`config.mk`:
```
export PLATFORM = sky130hd
export DESIGN_NAME = tbl_walker
export DESIGN_NICKNAME = d
export VERILOG_FILES = /design/src/rtl/tbl_walker_pkg.sv /design/src/rtl/tw_pte_decode.sv /design/src/rtl/tw_addr_gen.sv /design/src/rtl/tw_seq.sv /design/src/rtl/tbl_walker.sv
export SDC_FILE = /design/constraint.sdc
export NUM_CORES = 1
export LEC_CHECK = 0
export ABC_AREA = 1
export CORE_ASPECT_RATIO = 0.5
export CORE_UTILIZATION = 45
export CTS_CLUSTER_SIZE = 24
export DETAILED_ROUTE_END_ITERATION = 10
export PLACE_DENSITY = 0.95
export REMOVE_ABC_BUFFERS = 1
export SKIP_LAST_GASP = 1
export SYNTH_ARGS = -nofsm -noshare
export SYNTH_HDL_FRONTEND = slang
export SYNTH_SLANG_ARGS = --single-unit
```
`constraint.sdc`:
```
create_clock -name clk -period 3.9 [get_ports clk]
set_input_delay 0.585 -clock clk [delete_from_list [all_inputs] [get_ports clk]]
set_output_delay 0.585 -clock clk [all_outputs]
set_load 0.005 [all_outputs]
```
`src/rtl/tbl_walker_pkg.sv`:
```
package tbl_walker_pkg;

   typedef enum logic [2:0] {
      WS_IDLE,
      WS_RD_OUTER,
      WS_WT_OUTER,
      WS_RD_INNER,
      WS_WT_INNER,
      WS_DONE,
      WS_FAULT
   } walk_st_e;

   localparam logic LVL_OUTER = 1'b0;
   localparam logic LVL_INNER = 1'b1;

endpackage

```
`src/rtl/tw_pte_decode.sv`:
```
module tw_pte_decode #(
   parameter int PTE_W  = 32,
   parameter int PFN_W  = 20,
   parameter int ATTR_W = 4
) (
   input  logic [PTE_W-1:0]  pte,
   output logic              present,
   output logic [PFN_W-1:0]  pfn,
   output logic [ATTR_W-1:0] attr
);
   localparam int GAP_W = PTE_W - PFN_W - ATTR_W - 1;

   assign present = pte[0];
   assign attr    = pte[ATTR_W:1];
   assign pfn     = pte[PTE_W-1 -: PFN_W];

   generate
      if (GAP_W > 0) begin : g_gap
         logic unused_gap;
         assign unused_gap = ^pte[ATTR_W+1 +: GAP_W];
      end
   endgenerate
endmodule

```
`src/rtl/tw_addr_gen.sv`:
```
module tw_addr_gen #(
   parameter int VA_W        = 32,
   parameter int L1_W        = 10,
   parameter int L2_W        = 10,
   parameter int PA_W        = 32,
   parameter int ENTRY_SHIFT = 2
) (
   input  logic [VA_W-1:0]                va,
   input  logic [PA_W-1:0]                outer_base,
   input  logic [PA_W-(VA_W-L1_W-L2_W)-1:0] inner_pfn,
   input  logic                           sel_inner,
   output logic [PA_W-1:0]                ent_addr
);
   localparam int OFF_W = VA_W - L1_W - L2_W;

   logic [PA_W-1:0] lvl_addr [2];

   generate
      for (genvar lvl = 0; lvl < 2; lvl++) begin : g_lvl
         localparam int IW  = (lvl == 0) ? L1_W : L2_W;
         localparam int LSB = (lvl == 0) ? OFF_W + L2_W : OFF_W;
         logic [PA_W-1:0] base_w;
         logic [PA_W-1:0] scaled_w;
         if (lvl == 0) begin : g_outer
            assign base_w = outer_base;
         end else begin : g_inner
            assign base_w = {inner_pfn, {OFF_W{1'b0}}};
         end
         assign scaled_w      = PA_W'(va[LSB +: IW]) << ENTRY_SHIFT;
         assign lvl_addr[lvl] = base_w + scaled_w;
      end
   endgenerate

   assign ent_addr = sel_inner ? lvl_addr[1] : lvl_addr[0];
endmodule

```
`src/rtl/tw_seq.sv`:
```
module tw_seq
   import tbl_walker_pkg::*;
#(
   parameter int VA_W   = 32,
   parameter int PA_W   = 32,
   parameter int PFN_W  = 20,
   parameter int ATTR_W = 4
) (
   input  logic              clk,
   input  logic              rst_n,
   input  logic              miss_valid,
   input  logic [VA_W-1:0]   miss_va,
   input  logic [PA_W-1:0]   root_base,
   input  logic              mem_req_ready,
   input  logic              mem_rsp_valid,
   input  logic              rsp_present,
   input  logic [PFN_W-1:0]  rsp_pfn,
   input  logic [ATTR_W-1:0] rsp_attr,
   output walk_st_e          st,
   output logic [VA_W-1:0]   va_q,
   output logic [PA_W-1:0]   base_q,
   output logic [PFN_W-1:0]  pfn_q,
   output logic [ATTR_W-1:0] attr_q,
   output logic              lvl_q
);
   always_ff @(posedge clk or negedge rst_n) begin
      if (!rst_n) begin
         st     <= WS_IDLE;
         va_q   <= '0;
         base_q <= '0;
         pfn_q  <= '0;
         attr_q <= '0;
         lvl_q  <= LVL_OUTER;
      end else begin
         case (st)
            WS_IDLE: begin
               if (miss_valid) begin
                  va_q   <= miss_va;
                  base_q <= root_base;
                  st     <= WS_RD_OUTER;
               end
            end
            WS_RD_OUTER: if (mem_req_ready) st <= WS_WT_OUTER;
            WS_WT_OUTER: begin
               if (mem_rsp_valid) begin
                  if (rsp_present) begin
                     pfn_q <= rsp_pfn;
                     st    <= WS_RD_INNER;
                  end else begin
                     lvl_q <= LVL_OUTER;
                     st    <= WS_FAULT;
                  end
               end
            end
            WS_RD_INNER: if (mem_req_ready) st <= WS_WT_INNER;
            WS_WT_INNER: begin
               if (mem_rsp_valid) begin
                  if (rsp_present) begin
                     pfn_q  <= rsp_pfn;
                     attr_q <= rsp_attr;
                     st     <= WS_DONE;
                  end else begin
                     lvl_q <= LVL_INNER;
                     st    <= WS_FAULT;
                  end
               end
            end
            WS_DONE:  st <= WS_IDLE;
            WS_FAULT: st <= WS_IDLE;
            default:  st <= WS_IDLE;
         endcase
      end
   end
endmodule

```
`src/rtl/tbl_walker.sv`:
```
module tbl_walker
   import tbl_walker_pkg::*;
#(
   parameter int VA_W   = 32,
   parameter int L1_W   = 10,
   parameter int L2_W   = 10,
   parameter int PA_W   = 32,
   parameter int PTE_W  = 32,
   parameter int ATTR_W = 4,
   localparam int OFF_W = VA_W - L1_W - L2_W,
   localparam int PFN_W = PA_W - OFF_W,
   localparam int VPN_W = L1_W + L2_W
) (
   input  logic              clk,
   input  logic              rst_n,
   input  logic              miss_valid,
   input  logic [VA_W-1:0]   miss_va,
   input  logic [PA_W-1:0]   root_base,
   output logic              busy,
   output logic              mem_req_valid,
   output logic [PA_W-1:0]   mem_req_addr,
   input  logic              mem_req_ready,
   input  logic              mem_rsp_valid,
   input  logic [PTE_W-1:0]  mem_rsp_data,
   output logic              fill_valid,
   output logic [VPN_W-1:0]  fill_vpn,
   output logic [PFN_W-1:0]  fill_pfn,
   output logic [ATTR_W-1:0] fill_attr,
   output logic [PA_W-1:0]   fill_pa,
   output logic              fault_valid,
   output logic [VA_W-1:0]   fault_va,
   output logic              fault_level
);
   localparam int ENTRY_BYTES = PTE_W / 8;
   localparam int ENTRY_SHIFT = $clog2(ENTRY_BYTES);

   generate
      if (L1_W < 1 || L2_W < 1 || OFF_W < 1) begin : g_bad_split
         $error("tbl_walker: index and offset fields must each be non-empty");
      end
      if ((PTE_W % 8) != 0 || (ENTRY_BYTES & (ENTRY_BYTES - 1)) != 0) begin : g_bad_pte
         $error("tbl_walker: entry size must be a power-of-two byte count");
      end
      if (PFN_W < 1 || PFN_W + ATTR_W + 1 > PTE_W) begin : g_bad_fields
         $error("tbl_walker: frame, attribute and present fields do not fit an entry");
      end
   endgenerate

   walk_st_e          st;
   logic [VA_W-1:0]   va_q;
   logic [PA_W-1:0]   base_q;
   logic [PFN_W-1:0]  pfn_q;
   logic [ATTR_W-1:0] attr_q;
   logic              lvl_q;
   logic              rsp_present;
   logic [PFN_W-1:0]  rsp_pfn;
   logic [ATTR_W-1:0] rsp_attr;

   tw_pte_decode #(.PTE_W(PTE_W), .PFN_W(PFN_W), .ATTR_W(ATTR_W)) u_dec (
      .pte     (mem_rsp_data),
      .present (rsp_present),
      .pfn     (rsp_pfn),
      .attr    (rsp_attr)
   );

   tw_seq #(.VA_W(VA_W), .PA_W(PA_W), .PFN_W(PFN_W), .ATTR_W(ATTR_W)) u_seq (
      .clk           (clk),
      .rst_n         (rst_n),
      .miss_valid    (miss_valid),
      .miss_va       (miss_va),
      .root_base     (root_base),
      .mem_req_ready (mem_req_ready),
      .mem_rsp_valid (mem_rsp_valid),
      .rsp_present   (rsp_present),
      .rsp_pfn       (rsp_pfn),
      .rsp_attr      (rsp_attr),
      .st            (st),
      .va_q          (va_q),
      .base_q        (base_q),
      .pfn_q         (pfn_q),
      .attr_q        (attr_q),
      .lvl_q         (lvl_q)
   );

   tw_addr_gen #(.VA_W(VA_W), .L1_W(L1_W), .L2_W(L2_W), .PA_W(PA_W),
                 .ENTRY_SHIFT(ENTRY_SHIFT)) u_addr (
      .va         (va_q),
      .outer_base (base_q),
      .inner_pfn  (pfn_q),
      .sel_inner  (st == WS_RD_INNER),
      .ent_addr   (mem_req_addr)
   );

   assign busy          = (st != WS_IDLE);
   assign mem_req_valid = (st == WS_RD_OUTER) || (st == WS_RD_INNER);
   assign fill_valid    = (st == WS_DONE);
   assign fill_vpn      = va_q[VA_W-1:OFF_W];
   assign fill_pfn      = pfn_q;
   assign fill_attr     = attr_q;
   assign fill_pa       = {pfn_q, va_q[OFF_W-1:0]};
   assign fault_valid   = (st == WS_FAULT);
   assign fault_va      = va_q;
   assign fault_level   = lvl_q;
endmodule

```
## Word level (Yosys, flattened, before mapping)

Cells that the tools add are included.

- Output and inout bits: 145
- Flip-flop bits (word level): 92

- Equal/unequal tests: 13
- Reduce and logical (&&, ||, !) cells: 10
- Add/sub/neg operators: 2
- Muxes and demuxes: 14

Operator list:

| cell | count |
|---|---|
| adder 32 x 12 -> 32 bit | 2 |
| 2-to-1 mux 32 bit | 1 |
| 2-to-1 mux 3 bit | 6 |
| one-hot mux 3 bit (5 select lines) | 1 |
| inequality test 2 bit, second input constant | 7 |
| AND reduction 5 bit | 2 |
| == test 3 bit, second input constant | 3 |
| == test 3 x 2 -> 1 bit, second input constant | 2 |
| AND reduction 3 bit | 2 |
| 2-to-1 mux 1 bit | 4 |
| == test 3 x 1 -> 1 bit, second input constant | 1 |
| logical NOT 3 bit | 1 |
| nonzero test 3 bit | 1 |
| 2-to-1 mux 2 bit | 1 |
| one-hot mux 1 bit (2 select lines) | 1 |
| AND reduction 2 bit | 1 |
| nonzero test 2 bit | 1 |
| OR reduction 2 bit | 1 |
| logical OR 1 bit | 1 |

## Logic depth before layout (Yosys ltp)

- Word-level depth: 3
- Mapped depth: 12
- Depth with buffers taken out: 12

## By module

Synthesis repeated with hierarchy kept, for this count alone.

- Cells, all modules: 881
- Area, all modules: 6093.3 um2

Modules (own cells, without submodules):

| module | cells an instance | seq. area each (um2) | area each (um2) | instances |
|---|---|---|---|---|
| tw_seq | 427 | 2302.2 | 3789.9 | 1 |
| tw_addr_gen | 366 | 0.0 | 1684.1 | 1 |
| tbl_walker | 63 | 0.0 | 431.7 | 1 |
| tw_pte_decode | 25 | 0.0 | 187.7 | 1 |

## Least setup slack after synthesis

OpenSTA, ideal clock, no wires.

- Path kind: flip-flop to output port
- From: register u_seq.va_q[22]
- To: output mem_req_addr[14]
- Setup slack: 1.393 ns
- Path buffers: 0
- Arrival: 1.922 ns
- Data required time: 3.315 ns
- Stages on the path, launching flop included: 10
- Cell sequence: dfrtp_1 ha_1 fa_1 nand3_1 nand3_1 nand3_1 nand3_2 or2_2 nand3_1 nand2_1

- Word-level cells in the longest chain between the ends: 2

RTL lines:

| item | line | source |
|---|---|---|
| start, declared | tw_seq.sv:20 | `output logic [VA_W-1:0] va_q,` |
| start signal, assigned | tw_seq.sv:38 | `va_q <= miss_va;` |
| adder 32 x 12 -> 32 bit | tw_addr_gen.sv:30 | `assign lvl_addr[lvl] = base_w + scaled_w;` |
| 2-to-1 mux 32 bit | tw_addr_gen.sv:34 | `assign ent_addr = sel_inner ? lvl_addr[1] : lvl_addr[0];` |
| end, declared | tbl_walker.sv:21 | `output logic [PA_W-1:0] mem_req_addr,` |

Every way passes these cells.

## Worst setup path in the final report

Same ends and word-level chain as after synthesis.

==> results by group <==
Outcome
  – Outcome: finished, final reports clean

Worst setup path
  – Critical path class: register to output port
  – Worst Path Required: 3.31 ns
  – Crit path max fanout: 9
  – Critical Path Source Type: register
  – Crit end category: output port
  – Worst EP arrival: 3.11 ns

STA
  – Clk_skew: 0.00639 ns
  – Slew HR: 0.330
  – Setup TNS: 0 ns
  – Final Hold Fails: 0
  – Slew Viols, Final: 0
  – Setup Viol. Count Final: 0
  – Final min period: 3.69 ns
  – Fin crit share: 0.947
  – Fin worst setup slack: 0.206 ns
  – Max frequency: 271 MHz
  – Slew of the pin with the lowest slew margin: 1.01 ns
  – RSZ-0062 raised after global routing: false

Clock tree
  – Setup Fix Bufs, Post-CTS: 0
  – Num CTS Buffers: 9
  – Sink Count: 92
  – Hold buffers post-CTS: 0
  – H-tree Lvls: 3
  – CTS tree: built
  – Worst skew pair latency: 0.35 ns
  – CTS resizes: 0
  – Clock transition at the registers of the reported paths: 0.07 ns
  – Root Buffer: clkbuf_16
  – CTS max path bufs: 2

Finish
  – Area occupied by multi-input gates: 0.00262 mm2
  – Nets@finish: 950
  – Final Non-Filler Cells: 1008
  – Final instance area: 0.00808 mm2
  – Syn-to-layout area delta: 42.8%
  – Register area: 0.00230 mm2
  – Ant. Diodes: 0
  – Final core utilization: 0.673
  – # fillers: 890
  – Ratio of cells with drive above 1 in the final layout: 0.113

GRT
  – Initial antenna violation count: 0
  – Vias in the first global route: 5282
  – GRT overflow: 0
  – First-pass GRT wire length: 26900 um
  – Total GRT Usage: 0.264
  – Pin count of the biggest net entering global routing: 80

Power and ir drop
  – Leakage: 3.78 nW
  – Sw power: 3.00 mW
  – P_int: 4.68 mW
  – Net Sw Frac: 0.391
  – Sequential share of power: 0.254
  – VDD IR max: 0.362 mV
  – Power per Cell Area: 951 mW/mm2
  – Clock power share: 0.126
  – Logic pwr share: 0.619

Logic synthesis
  – Top post-synthesis cells by area: dfrtp_1 41%, nand2_1 12%, mux2_2 7.6%
  – Synth top area share: 0.407
  – Compound-cell area share of the yosys netlist: 0.0365
  – Cell area after technology mapping: 0.00566 mm2
  – Post-Synth XOR/XNOR Area: 0.0108
  – Cell count after synthesis: 654
  – Yosys warns: 0
  – Adder-cell share of the synthesized area: 0.0256
  – Simple-gate share of the synthesized area: 0.231
  – Seq/Total Area, Yosys: 0.407
  – #FFs+latches synth: 92
  – Mapped Avg Cell Area: 8.66 um2
  – Largest family of logic cells by synthesized area: simple AND/OR/NAND/NOR gates
  – Mux contribution to synthesized area: 0.158
  – Netlist cell types: 34
  – Synth area leader: dfrtp_1

Floorplanning
  – Die extent in x: 161 um
  – Die height: 81.3 um
  – Core Rows: 28
  – Core area: 0.0120 mm2
  – I/O pin cnt: 246
  – Die area: 0.0131 mm2
  – Initial core utilization: 0.471

Placed design
  – I/O Buffers: 238
  – Inst Count DP: 992
  – Area after DPL: 0.00776 mm2
  – Setup slack at placement: 0.642 ns
  – GPL Wtd Cong: 0.916
  – Dpl hpwl: 12900 um

Route
  – Drt drc: 0
  – First drt pass iteration count: 5
  – Post-Route WL: 17100 um
  – DRT antenna net count: 0
  – Routed vias/inst: 5.21
  – Via count: 5255
  – Routed length per instance: 16.9 um
  – DRT iter0 DRCs: 434

Hold path
  – Hold WC Path Type: input pin to async pin

Job
  – MaxCap Viol Count: 0
-- final timing paths --
kind,start,end,slack [ns],cells past startpoint
hold reg to reg,u_seq.attr_q[0],u_seq.attr_q[0],0.50,1
setup reg to reg,u_seq.st[1],u_seq.va_q[17],1.80,5
min in group clk,u_seq.attr_q[0],u_seq.attr_q[0],0.50,1
hold / removal,rst_n,u_seq.va_q[15],0.24,1
setup / recovery,u_seq.va_q[22],mem_req_addr[14],0.21,10
max in group asynchronous,rst_n,u_seq.base_q[24],2.86,2
-- area by class of cell --
class | instances | area share
clock inverters | 6 | 0.0107
repair buffers | 241 | 0.297
well taps | 165 | 0.0255
multi-input cells | 433 | 0.324
flip-flops and latches | 92 | 0.285
clock buffers | 10 | 0.0296
inverters | 61 | 0.0283
-- Yosys cell counts --
cell and instances:
and2_1 2, nand4_1 8, mux2_4 20, nand3b_1 4
o211ai_1 1, nand2_2 2, nand2_1 174, or2_0 1
nor3_1 6, nor3_2 2, inv_2 3, nor2_2 4
nand3_1 48, buf_4 52, nand3_2 2, a21oi_1 22
mux2_2 38, a31oi_1 3, buf_2 8, mux2_1 15
or2_2 3, nand2_4 1, fa_1 1, a21boi_1 1
xnor2_1 7, buf_6 7, o21ai_0 11, o21a_1 1
nor2_1 45, inv_1 58, dfrtp_1 92, buf_1 1
ha_1 10, nor3b_1 1
-- worst max-delay path, stage by stage, from the launching register on --
cell and delay [ns]:
dfrtp_1 0.42, ha_1 0.34, fa_1 0.50, nand3_1 0.12, nand3_1 0.17, nand3_1 0.14, nand3_2 0.18, or2_2 0.33
nand3_1 0.08, nand2_1 0.05, clkdlybuf4s50_1 0.44
-- metrics by stage --
stage / power (mW) / hold WS (ns)
global placement: 6.44 / 0.485
finish: 7.68 / 0.240
CTS: 7.67 / 0.258
detailed placement: 6.64 / 0.489
floorplan: 3.95 / 0.289
global route: 8.17 / 0.281
-- flip-flops by register name (all words and copies together), names as in the netlist --
register and cells:
u_seq.lvl_q 1, u_seq.attr_q 4, u_seq.st 3, u_seq.pfn_q 20, u_seq.base_q 32, u_seq.va_q 32
-- kinds of logic (layout without fill, tap and decap cells) --
group	after synthesis	after routing
AO/OA/AOI/OAI	39	39
XOR/XNOR	7	7
adder cells (fa/ha/maj)	11	11
buffers and inverters	129	318
flip-flops	92	92
multiplexers	73	73
AND/OR/NAND/NOR	303	303
-- cell usage in the layout (no fill, tap or decap), drive strengths merged, types with 8 or more instances in the layout --
cell type / count
clkbuf: 10
nand4: 8
o21ai: 11
nor3: 8
a21oi: 22
clkdlybuf4s50: 237
nand3: 50
ha: 10
inv: 62
nor2: 49
dfrtp: 92
mux2: 73
nand2: 177
-- per-layer routing --
| layer | vias up | GRT usage | wire, um | part of all wire |
|---|---|---|---|---|
| met2 | 239 | 0.476 | 8680 | 0.51 |
| li1 | 2433 | - | - | - |
| met1 | 2532 | 0.310 | 6760 | 0.40 |
| met3 | 51 | 0.0618 | 1110 | 0.065 |
| met5 | - | 0 | 0 | 0 |
| met4 | 0 | 0.107 | 528 | 0.031 |
-- power groups by stage --
stage          Sequential (mW)  Clock, mW  Combinational (mW)
3_3_place_gp              1.90          0                4.54
4_1_cts                   1.94      0.983                4.74
2_1_floorplan             1.89          0                2.06
5_1_grt                   2.03       1.02                5.12
3_5_place_dp              1.95          0                4.70
6_report                  1.95      0.970                4.76
Note: power is estimated with default switching activity, not from simulation.
